`config.mk`:
```
export PLATFORM = sky130hd
export DESIGN_NAME = dsadc_serial_ctrl
export DESIGN_NICKNAME = d
export VERILOG_FILES = /design/src/rtl/dsadc_serial_ctrl.sv
export SDC_FILE = /design/constraint.sdc
export NUM_CORES = 1
export LEC_CHECK = 0
export BUFFER_PORTS_ARGS = -buffer_cell sky130_fd_sc_hd__buf_2
export CAP_MARGIN = 20
export CORE_AREA = 2 2 129 100
export CTS_CLUSTER_DIAMETER = 80
export DETAILED_ROUTE_END_ITERATION = 6
export DIE_AREA = 0 0 131 102
export GPL_TIMING_DRIVEN = 0
export HOLD_SLACK_MARGIN = 0.15
export PLACE_DENSITY = 0.5
export REMOVE_ABC_BUFFERS = 1
export SLEW_MARGIN = 15
export SYNTH_ARGS = -nofsm -noshare
export SYNTH_HDL_FRONTEND = slang
export SYNTH_SLANG_ARGS = --single-unit
```
`constraint.sdc`:
```
create_clock -name clk -period 4.4 [get_ports clk]
set_clock_uncertainty 0.05 [all_clocks]
set_input_delay 0.44 -clock clk [delete_from_list [all_inputs] [get_ports clk]]
set_output_delay 0.44 -clock clk [all_outputs]
set_load 0.05 [all_outputs]
```
`src/rtl/dsadc_serial_ctrl.sv`:
```
module dsadc_serial_ctrl #(
  parameter int FRAME_W = 24,
  parameter int CAL_CYC = 500000,
  parameter int SCK_DIV = 8
) (
  input  logic               clk,
  input  logic               rst_n,
  input  logic               cs_n,
  input  logic               sck_in,
  input  logic               conv_done,
  input  logic [FRAME_W-2:0] res_word,
  output logic               sdo,
  output logic               sdo_oe,
  output logic               sck_out,
  output logic               sck_oe,
  output logic               start_conv
);
  localparam int DIV_W = $clog2(SCK_DIV);
  localparam int CNT_W = $clog2(CAL_CYC + 1);
  localparam int BIT_W = $clog2(FRAME_W + 1);

  typedef enum logic [1:0] {ST_CAL, ST_CONV, ST_SLEEP, ST_OUT} st_t;

  st_t                st;
  logic [2:0]         cs_q, sck_q;
  logic               mode_ext;
  logic [DIV_W-1:0]   div;
  logic [CNT_W-1:0]   cal_cnt;
  logic [BIT_W-1:0]   bit_cnt;
  logic [FRAME_W-2:0] hold;
  logic [FRAME_W-1:0] shreg;

  always_ff @(posedge clk or negedge rst_n)
    if (!rst_n) begin
      cs_q  <= '1;
      sck_q <= '1;
    end else begin
      cs_q  <= {cs_q[1:0], cs_n};
      sck_q <= {sck_q[1:0], sck_in};
    end

  wire cs_lo   = ~cs_q[1];
  wire cs_fall = cs_q[2] & ~cs_q[1];
  wire cs_rise = ~cs_q[2] & cs_q[1];
  wire x_rise  = sck_q[1] & ~sck_q[2];
  wire x_fall  = ~sck_q[1] & sck_q[2];

  wire run     = ~mode_ext & cs_lo & (st == ST_SLEEP || st == ST_OUT);
  wire rise_ev = mode_ext ? x_rise : run & (div == DIV_W'(SCK_DIV/2 - 1));
  wire fall_ev = mode_ext ? x_fall : run & (div == DIV_W'(SCK_DIV - 1));

  always_ff @(posedge clk or negedge rst_n)
    if (!rst_n) mode_ext <= 1'b0;
    else if (cs_fall) mode_ext <= ~sck_q[1];

  always_ff @(posedge clk or negedge rst_n)
    if (!rst_n) div <= '0;
    else if (run) div <= div + 1'b1;
    else div <= '0;

  assign sck_out = div[DIV_W-1];
  assign sck_oe  = ~mode_ext;
  assign sdo_oe  = cs_lo;
  assign sdo     = (st == ST_OUT) ? shreg[FRAME_W-1] : (st == ST_CAL || st == ST_CONV);

  always_ff @(posedge clk or negedge rst_n)
    if (!rst_n) begin
      st         <= ST_CAL;
      cal_cnt    <= '0;
      bit_cnt    <= '0;
      hold       <= '0;
      shreg      <= '0;
      start_conv <= 1'b0;
    end else begin
      start_conv <= 1'b0;
      case (st)
        ST_CAL:
          if (cal_cnt == CNT_W'(CAL_CYC - 1)) begin
            st         <= ST_CONV;
            start_conv <= 1'b1;
          end else cal_cnt <= cal_cnt + 1'b1;
        ST_CONV:
          if (conv_done) begin
            st   <= ST_SLEEP;
            hold <= res_word;
          end
        ST_SLEEP:
          if (rise_ev && cs_lo) begin
            st      <= ST_OUT;
            shreg   <= {1'b0, hold};
            bit_cnt <= '0;
          end
        ST_OUT:
          if (cs_rise) begin
            st      <= ST_CAL;
            cal_cnt <= '0;
          end else if (fall_ev) begin
            shreg <= {shreg[FRAME_W-2:0], 1'b0};
            if (bit_cnt == BIT_W'(FRAME_W - 1)) begin
              st      <= ST_CAL;
              cal_cnt <= '0;
            end else bit_cnt <= bit_cnt + 1'b1;
          end
        default: st <= ST_CAL;
      endcase
    end

  p_start_single_r2: assert property (@(posedge clk) disable iff (!rst_n)
    start_conv |=> !start_conv);
  p_done_sleep_r2: assert property (@(posedge clk) disable iff (!rst_n)
    (st == ST_CONV && conv_done) |=> (st == ST_SLEEP));
  p_sleep_flag_r3: assert property (@(posedge clk) disable iff (!rst_n)
    (st == ST_SLEEP && !cs_n && $past(!cs_n) && $past(!cs_n, 2)) |-> (sdo_oe && !sdo));
  p_bitcnt_r5: assert property (@(posedge clk) disable iff (!rst_n)
    (st == ST_OUT) |-> (bit_cnt < BIT_W'(FRAME_W)));
  p_frame_end_r6: assert property (@(posedge clk) disable iff (!rst_n)
    (st == ST_OUT && fall_ev && bit_cnt == BIT_W'(FRAME_W - 1)) |=> (st == ST_CAL && sdo));
  p_abort_r7: assert property (@(posedge clk) disable iff (!rst_n)
    (st == ST_OUT && cs_rise) |=> (st == ST_CAL && sdo));
  p_ext_quiet_r8: assert property (@(posedge clk) disable iff (!rst_n)
    mode_ext |-> !sck_out);
  p_idle_sck_r9: assert property (@(posedge clk) disable iff (!rst_n)
    (st == ST_CAL || st == ST_CONV) |-> !sck_out);
endmodule

```
* After elaboration in Yosys (flattened, before gate mapping)
Index checks and enable logic that the tools add are counted.
** Operators by class
- $add $sub $neg :: 3
- Eq/ne operators :: 16
- Multiplexer cells :: 27
- Bitwise gates (word level) :: 13
- Reduce and logical (&&, ||, !) cells :: 11
** Operators by type and width (number)
- $mux 19 :: 4
- $mux 24 :: 3
- $pmux 24 s2 :: 1
- $pmux 19 s2 :: 1
- $mux 5 :: 4
- $add 19x1->19 const B :: 1
- $eq 19x19->1 const B :: 1
- $mux 2 :: 6
- $ne 2x2->1 const B :: 5
- $pmux 5 s2 :: 1
- $reduce_and 5->1 :: 2
- $and 1x1->1 :: 8
- $pmux 2 s4 :: 1
- $reduce_and 4->1 :: 2
- $add 5x1->5 const B :: 1
- $eq 5x5->1 const B :: 1
- $mux 1 :: 5
- $not 1->1 :: 5
- $eq 2x2->1 const B :: 2
- $ne 2x1->1 const B :: 2
- $reduce_bool 2->1 :: 2
- $add 3x1->3 const B :: 1
- $eq 3x2->1 const B :: 1
- $eq 3x3->1 const B :: 1
- 8 further kinds :: 9
** Storage, ports and cells
- Flip-flop bits (word level) :: 84
- Input bits :: 28
- Word-level logic and storage cells :: 80

* Logic depth before layout (Yosys ltp)
- Word-level depth :: 8
- Gate-level depth with buffers :: 9
- Gate-level depth less buffers :: 7

* Worst setup path after synthesis
OpenSTA, ideal clock, no wires.
- Path kind :: reg2out
- From :: register st[0]
- To :: output sdo
- Arrival time :: 2.272 ns
- Data required time :: 3.910 ns
- Path slack :: 1.638 ns
- Cell stages (with the launch flop) :: 7
- Path buffers :: 2
- Cells stage by stage :: dfrtp_1 inv_1 ha_1 clkbuf_1 clkbuf_1 nor2_1 o21ai_0
** On the way
- Longest elaborated chain between the ends :: 3
- Elaborated cells on any way between the ends :: 5
** RTL lines
- start, declared :: RTL line 24 : st_t st;
- start signal, assigned :: RTL line 68 : st <= ST_CAL;
- start signal, assigned :: RTL line 79 : st <= ST_CONV;
- start signal, assigned :: RTL line 84 : st <= ST_SLEEP;
- $eq 2x1->1 or $logic_not 2->1 (tied branches) :: RTL line 64 : assign sdo = (st == ST_OUT) ? shreg[FRAME_W-1] : (st == ST_CAL || st == ST_CONV);
- $logic_or 1x1->1 :: RTL line 64
- $mux 1 (*) :: RTL line 64
- end, declared :: RTL line 12 : output logic sdo,
Mark *: on every way between the ends. The rest lies on a longest branch, timed or not.

* Worst setup path after layout
- From :: register st[1]
- To :: register shreg[0]
** On the way
- Longest elaborated chain between the ends :: 8
- Elaborated cells on any way between the ends :: 15
** RTL lines
- $eq 2x2->1 :: RTL line 48, 76
- $logic_or 1x1->1 :: RTL line 48 : wire run = ~mode_ext & cs_lo & (st == ST_SLEEP || st == ST_OUT);
- $and 1x1->1 :: RTL line 48
- $and 1x1->1 :: RTL line 49 : wire rise_ev = mode_ext ? x_rise : run & (div == DIV_W'(SCK_DIV/2 - 1));
- $mux 1 :: RTL line 49
- $logic_and 1x1->1 :: RTL line 88 : if (rise_ev && cs_lo) begin
- $ne 2x1->1 (no source line)
- $reduce_and 4->1 (no source line)
- end signal, assigned :: RTL line 90 : shreg <= {1'b0, hold};
- end signal, assigned :: RTL line 98 : shreg <= {shreg[FRAME_W-2:0], 1'b0};
- end, declared :: RTL line 31 : logic [FRAME_W-1:0] shreg;
Parallel ways exist; a longest one is shown, timed or not.
A chain may end at the register's enable or synchronous reset.

==> flow_metrics.tcl <==
set metrics [dict create \
    clk_latency_ns 0.34 \
    yosysTopAreaCell "dfrtp_1" \
    grt_start_max_net_pins 47 \
    status "completed" \
    hold_class "in -> reg" \
    hold_start "res_word[6]" \
    fin_cells 563 \
    layout-drive-gt1-share_pct 24.43 \
    rows 35 \
    async_reset_ff_share_pct 100.0 \
    floorplan.initialDensity_pct 34.37 \
    rsz0062_at_grt "no" \
    grt_pass1_vias 2841 \
    core_area_mm2 0.01204 \
    ys_top_cells_by_count "dfrtp_1, a31oi_1, mux2_2" \
    vias_per_cell 5.229 \
    dpl.cell_count 543 \
    synthCells 364 \
    startpoint_type "flop" \
    syn_area_per_cell_um2 11.37 \
    die_w_um 131 \
    grt_pass1_wl_um 14260 \
    crit_required_ns 4.58 \
    cts_buffers 9 \
    dieArea_mm2 0.01336 \
    path_max_fanout 46 \
    num-nets-final 429 \
    yosysMostFrequentCell "dfrtp_1" \
    post-cts-setup-buffers 0 \
    clk_transition_reported_paths_ns 0.06 \
    drt_pre_antenna_iters 4 \
    power_frac_comb_pct 35.7 \
    crit_chain "ha_4 -> buf_12 -> nor2_1 -> o41a_1 -> o21ai_4 -> buf_16 -> nand2_1 -> mux2_2" \
    io_pins 33 \
    drtIter0Drc 162 \
    fmax_ghz 0.3522 \
    endpoint_kind "flop" \
    clkPwrFrac_pct 27.8 \
    reg2reg_from "st[1]" \
    ys_top_cells_by_area "dfrtp_1, mux2_2, mux2i_1, a31oi_1, dfstp_2" \
    fp.dieH_um 102 \
    worstHoldPathCells 2 \
    leakage_nw 2.064 \
    dp_hpwl_um 5574 \
    hold_path_end "hold[6]" \
    share_seq_of_total_power_pct 36.4 \
    rrSetupSlack_ns 1.56 \
    antenna_cells 0 \
    drc 0 \
    synth_cell_types 57 \
    critPathSlowestCell "o21ai_4" \
    cts_buffer_depth 2 \
    antenna_found_initial 0 \
    synth_top_area_share_pct 47.16 \
    htreeDepth 3 \
    hold_buffers 3 \
    slowest_delay_ns 0.46 \
    max_cap_violations 0 \
    setup_tns_ns 0 \
    drv_slew 0 \
    min_period_ns 2.839 \
    reg2reg_to "shreg[0]" \
    hold_viol 0 \
    path_buf_inv 2 \
    track_usage_pct 13.70 \
    setup_viol 0 \
    switching_share_pct 34.53 \
    post-route-util_pct 40.78 \
    r2r_cells 8 \
    cp.arrival_ns 3.01 \
    routed_wl_um 8599 \
    ctsResizeCount 0 \
    routedWlPerCell_um 15.27 \
    synth_ff_type "dfrtp_1" \
    crit_type "reg -> reg" \
    gp_congestion 0.7644 \
    cts_sinks 84 \
    synth_edf_count 0 \
    yosysSeqAreaShare_pct 50.97 \
    cts_root_buf "clkbuf_16" \
    finalCritPeriodShare_pct 64.53 \
    p_int_w 0.002133 \
    ys_ff_latch 84 \
    worstMarginPinSlew_ns 0.8052 \
    syn_to_final_growth_pct 18.65 \
    io_buffers 32 \
    power.density_mw_per_mm2 663.3 \
    maxSlewHeadroom_pct 46.19 \
    ant_nets 0 \
    cts_tree "done" \
    synth_warnings 0 \
    peakVddDrop_uv 256.1 \
    vias 2944 \
    grt_remaining_overflow 0 \
    syn_area_mm2 0.004139 \
    switchingPower_w 0.001125 \
    cp_top_family "compound AO/OA/AOI/OAI gates" \
]
cells by family (layout without fill, tap and decap cells):
family	count (synthesis)	after routing	synth area share, %
AO/OA/AOI/OAI	89	89	15.51
XOR/XNOR	9	9	1.904
adder cells (fa/ha/maj)	9	9	2.721
buffers and inverters	32	65	3.567
flip-flops	84	84	50.97
multiplexers	49	49	12.64
AND/OR/NAND/NOR	92	92	12.70
state kept, by name, indices dropped and copies added (netlist names):
| register | cells |
|---|---|
| cal_cnt | 19 |
| start_conv | 1 |
| st | 2 |
| div | 3 |
| mode_ext | 1 |
| sck_q | 3 |
| cs_q | 3 |
| shreg | 24 |
| hold | 23 |
| bit_cnt | 5 |
worst max-delay path by stage:
stage           from          to  slack [ns]  depth (start not counted)
6_report       st[1]    shreg[0]        1.56                          8
5_1_grt        st[0]  cal_cnt[1]        1.37                          6
4_1_cts        st[1]    shreg[0]        1.54                          8
3_5_place_dp   st[1]    shreg[0]        1.55                          8
3_3_place_gp   st[1]    shreg[0]       -1.11                          6
2_1_floorplan  st[1]  bit_cnt[0]        0.22                          6
metal layers:
| layer | routed length, µm | global-route usage, % | vias up |
|---|---|---|---|
| met1 | 4485 | 19.91 | 1478 |
| met4 | 70 | 3.601 | 0 |
| met2 | 3752 | 20.09 | 42 |
| li1 | - | - | 1416 |
| met5 | 0 | 0 | - |
| met3 | 291 | 3.927 | 8 |
area by class of cell:
cell class	count	area, µm²
clock buffer	11	252.7
clock inverter	5	107.6
fill	1172	7132
inverter	8	30.03
multi-input combinational	248	1902
sequential	84	2110
tap	166	207.7
timing repair buffer	41	301.5
worst reg2reg max path, stage by stage (launching register included):
cell and delay, ns:
dfrtp_1 0.42, ha_4 0.34, buf_12 0.30, nor2_1 0.15, o41a_1 0.39, o21ai_4 0.46, buf_16 0.24, nand2_1 0.10
mux2_2 0.27
cells in the final DEF (no fill, tap or decap), types with 2 or more instances in the layout:
cell           synthesis  routed
a211o_1                2       2
a21oi_1               24      24
a221o_1                4       4
a31oi_1               27      27
and3_1                 5       5
and4_1                 2       2
buf_12                 0       2
buf_2                  4      31
buf_8                  0       2
bufinv_16              0       3
clkbuf_16              0       9
clkbuf_8               0       2
clkinv_4               0       2
dfrtp_1               78      78
dfstp_2                6       6
dlygate4sd3_1          0       3
ha_1                   9       8
inv_1                  7       7
mux2_2                25      25
mux2i_1               23      23
nand2_1               16      16
nand2b_1               3       3
nand3_1               13      13
nand3b_1               2       2
nand4_1                7       7
nand4b_1               2       2
nor2_1                 8       8
nor2b_1                6       6
nor3_1                11      11
nor3b_1                3       3
nor4_1                 3       3
o211ai_1               2       2
o21ai_0                8       8
o21ai_4                1       2
o2bb2ai_1             10      10
or3_1                  2       2
xnor2_1                4       4
xor2_1                 5       5
power by group through the flow:
stage | Clock [W] | Sequential [W] | Combinational, W
2_1_floorplan | 0 | 0.00115 | 0.000847
3_3_place_gp | 0 | 0.00119 | 0.00107
3_5_place_dp | 0 | 0.00120 | 0.00117
4_1_cts | 0.000932 | 0.00119 | 0.00117
5_1_grt | 0.000955 | 0.00122 | 0.00130
6_report | 0.000906 | 0.00119 | 0.00116
metrics by stage:
| stage | cell area (µm²) | power (W) | setup slack, ns | hold slack, ns |
|---|---|---|---|---|
| 2_1_floorplan | 4021 | 0.001996 | 0.2238 | 0.09441 |
| 3_3_place_gp | 4389 | 0.002262 | -1.114 | 0.2977 |
| 3_5_place_dp | 4509 | 0.002368 | 1.550 | 0.2970 |
| 4_1_cts | 4900 | 0.003295 | 1.543 | 0.2639 |
| 5_1_grt | 4911 | 0.003478 | 1.371 | 0.2705 |
| 6_report | 4911 | 0.003257 | 1.561 | 0.2769 |
No activity file was read; power rests on OpenSTA's default activity.
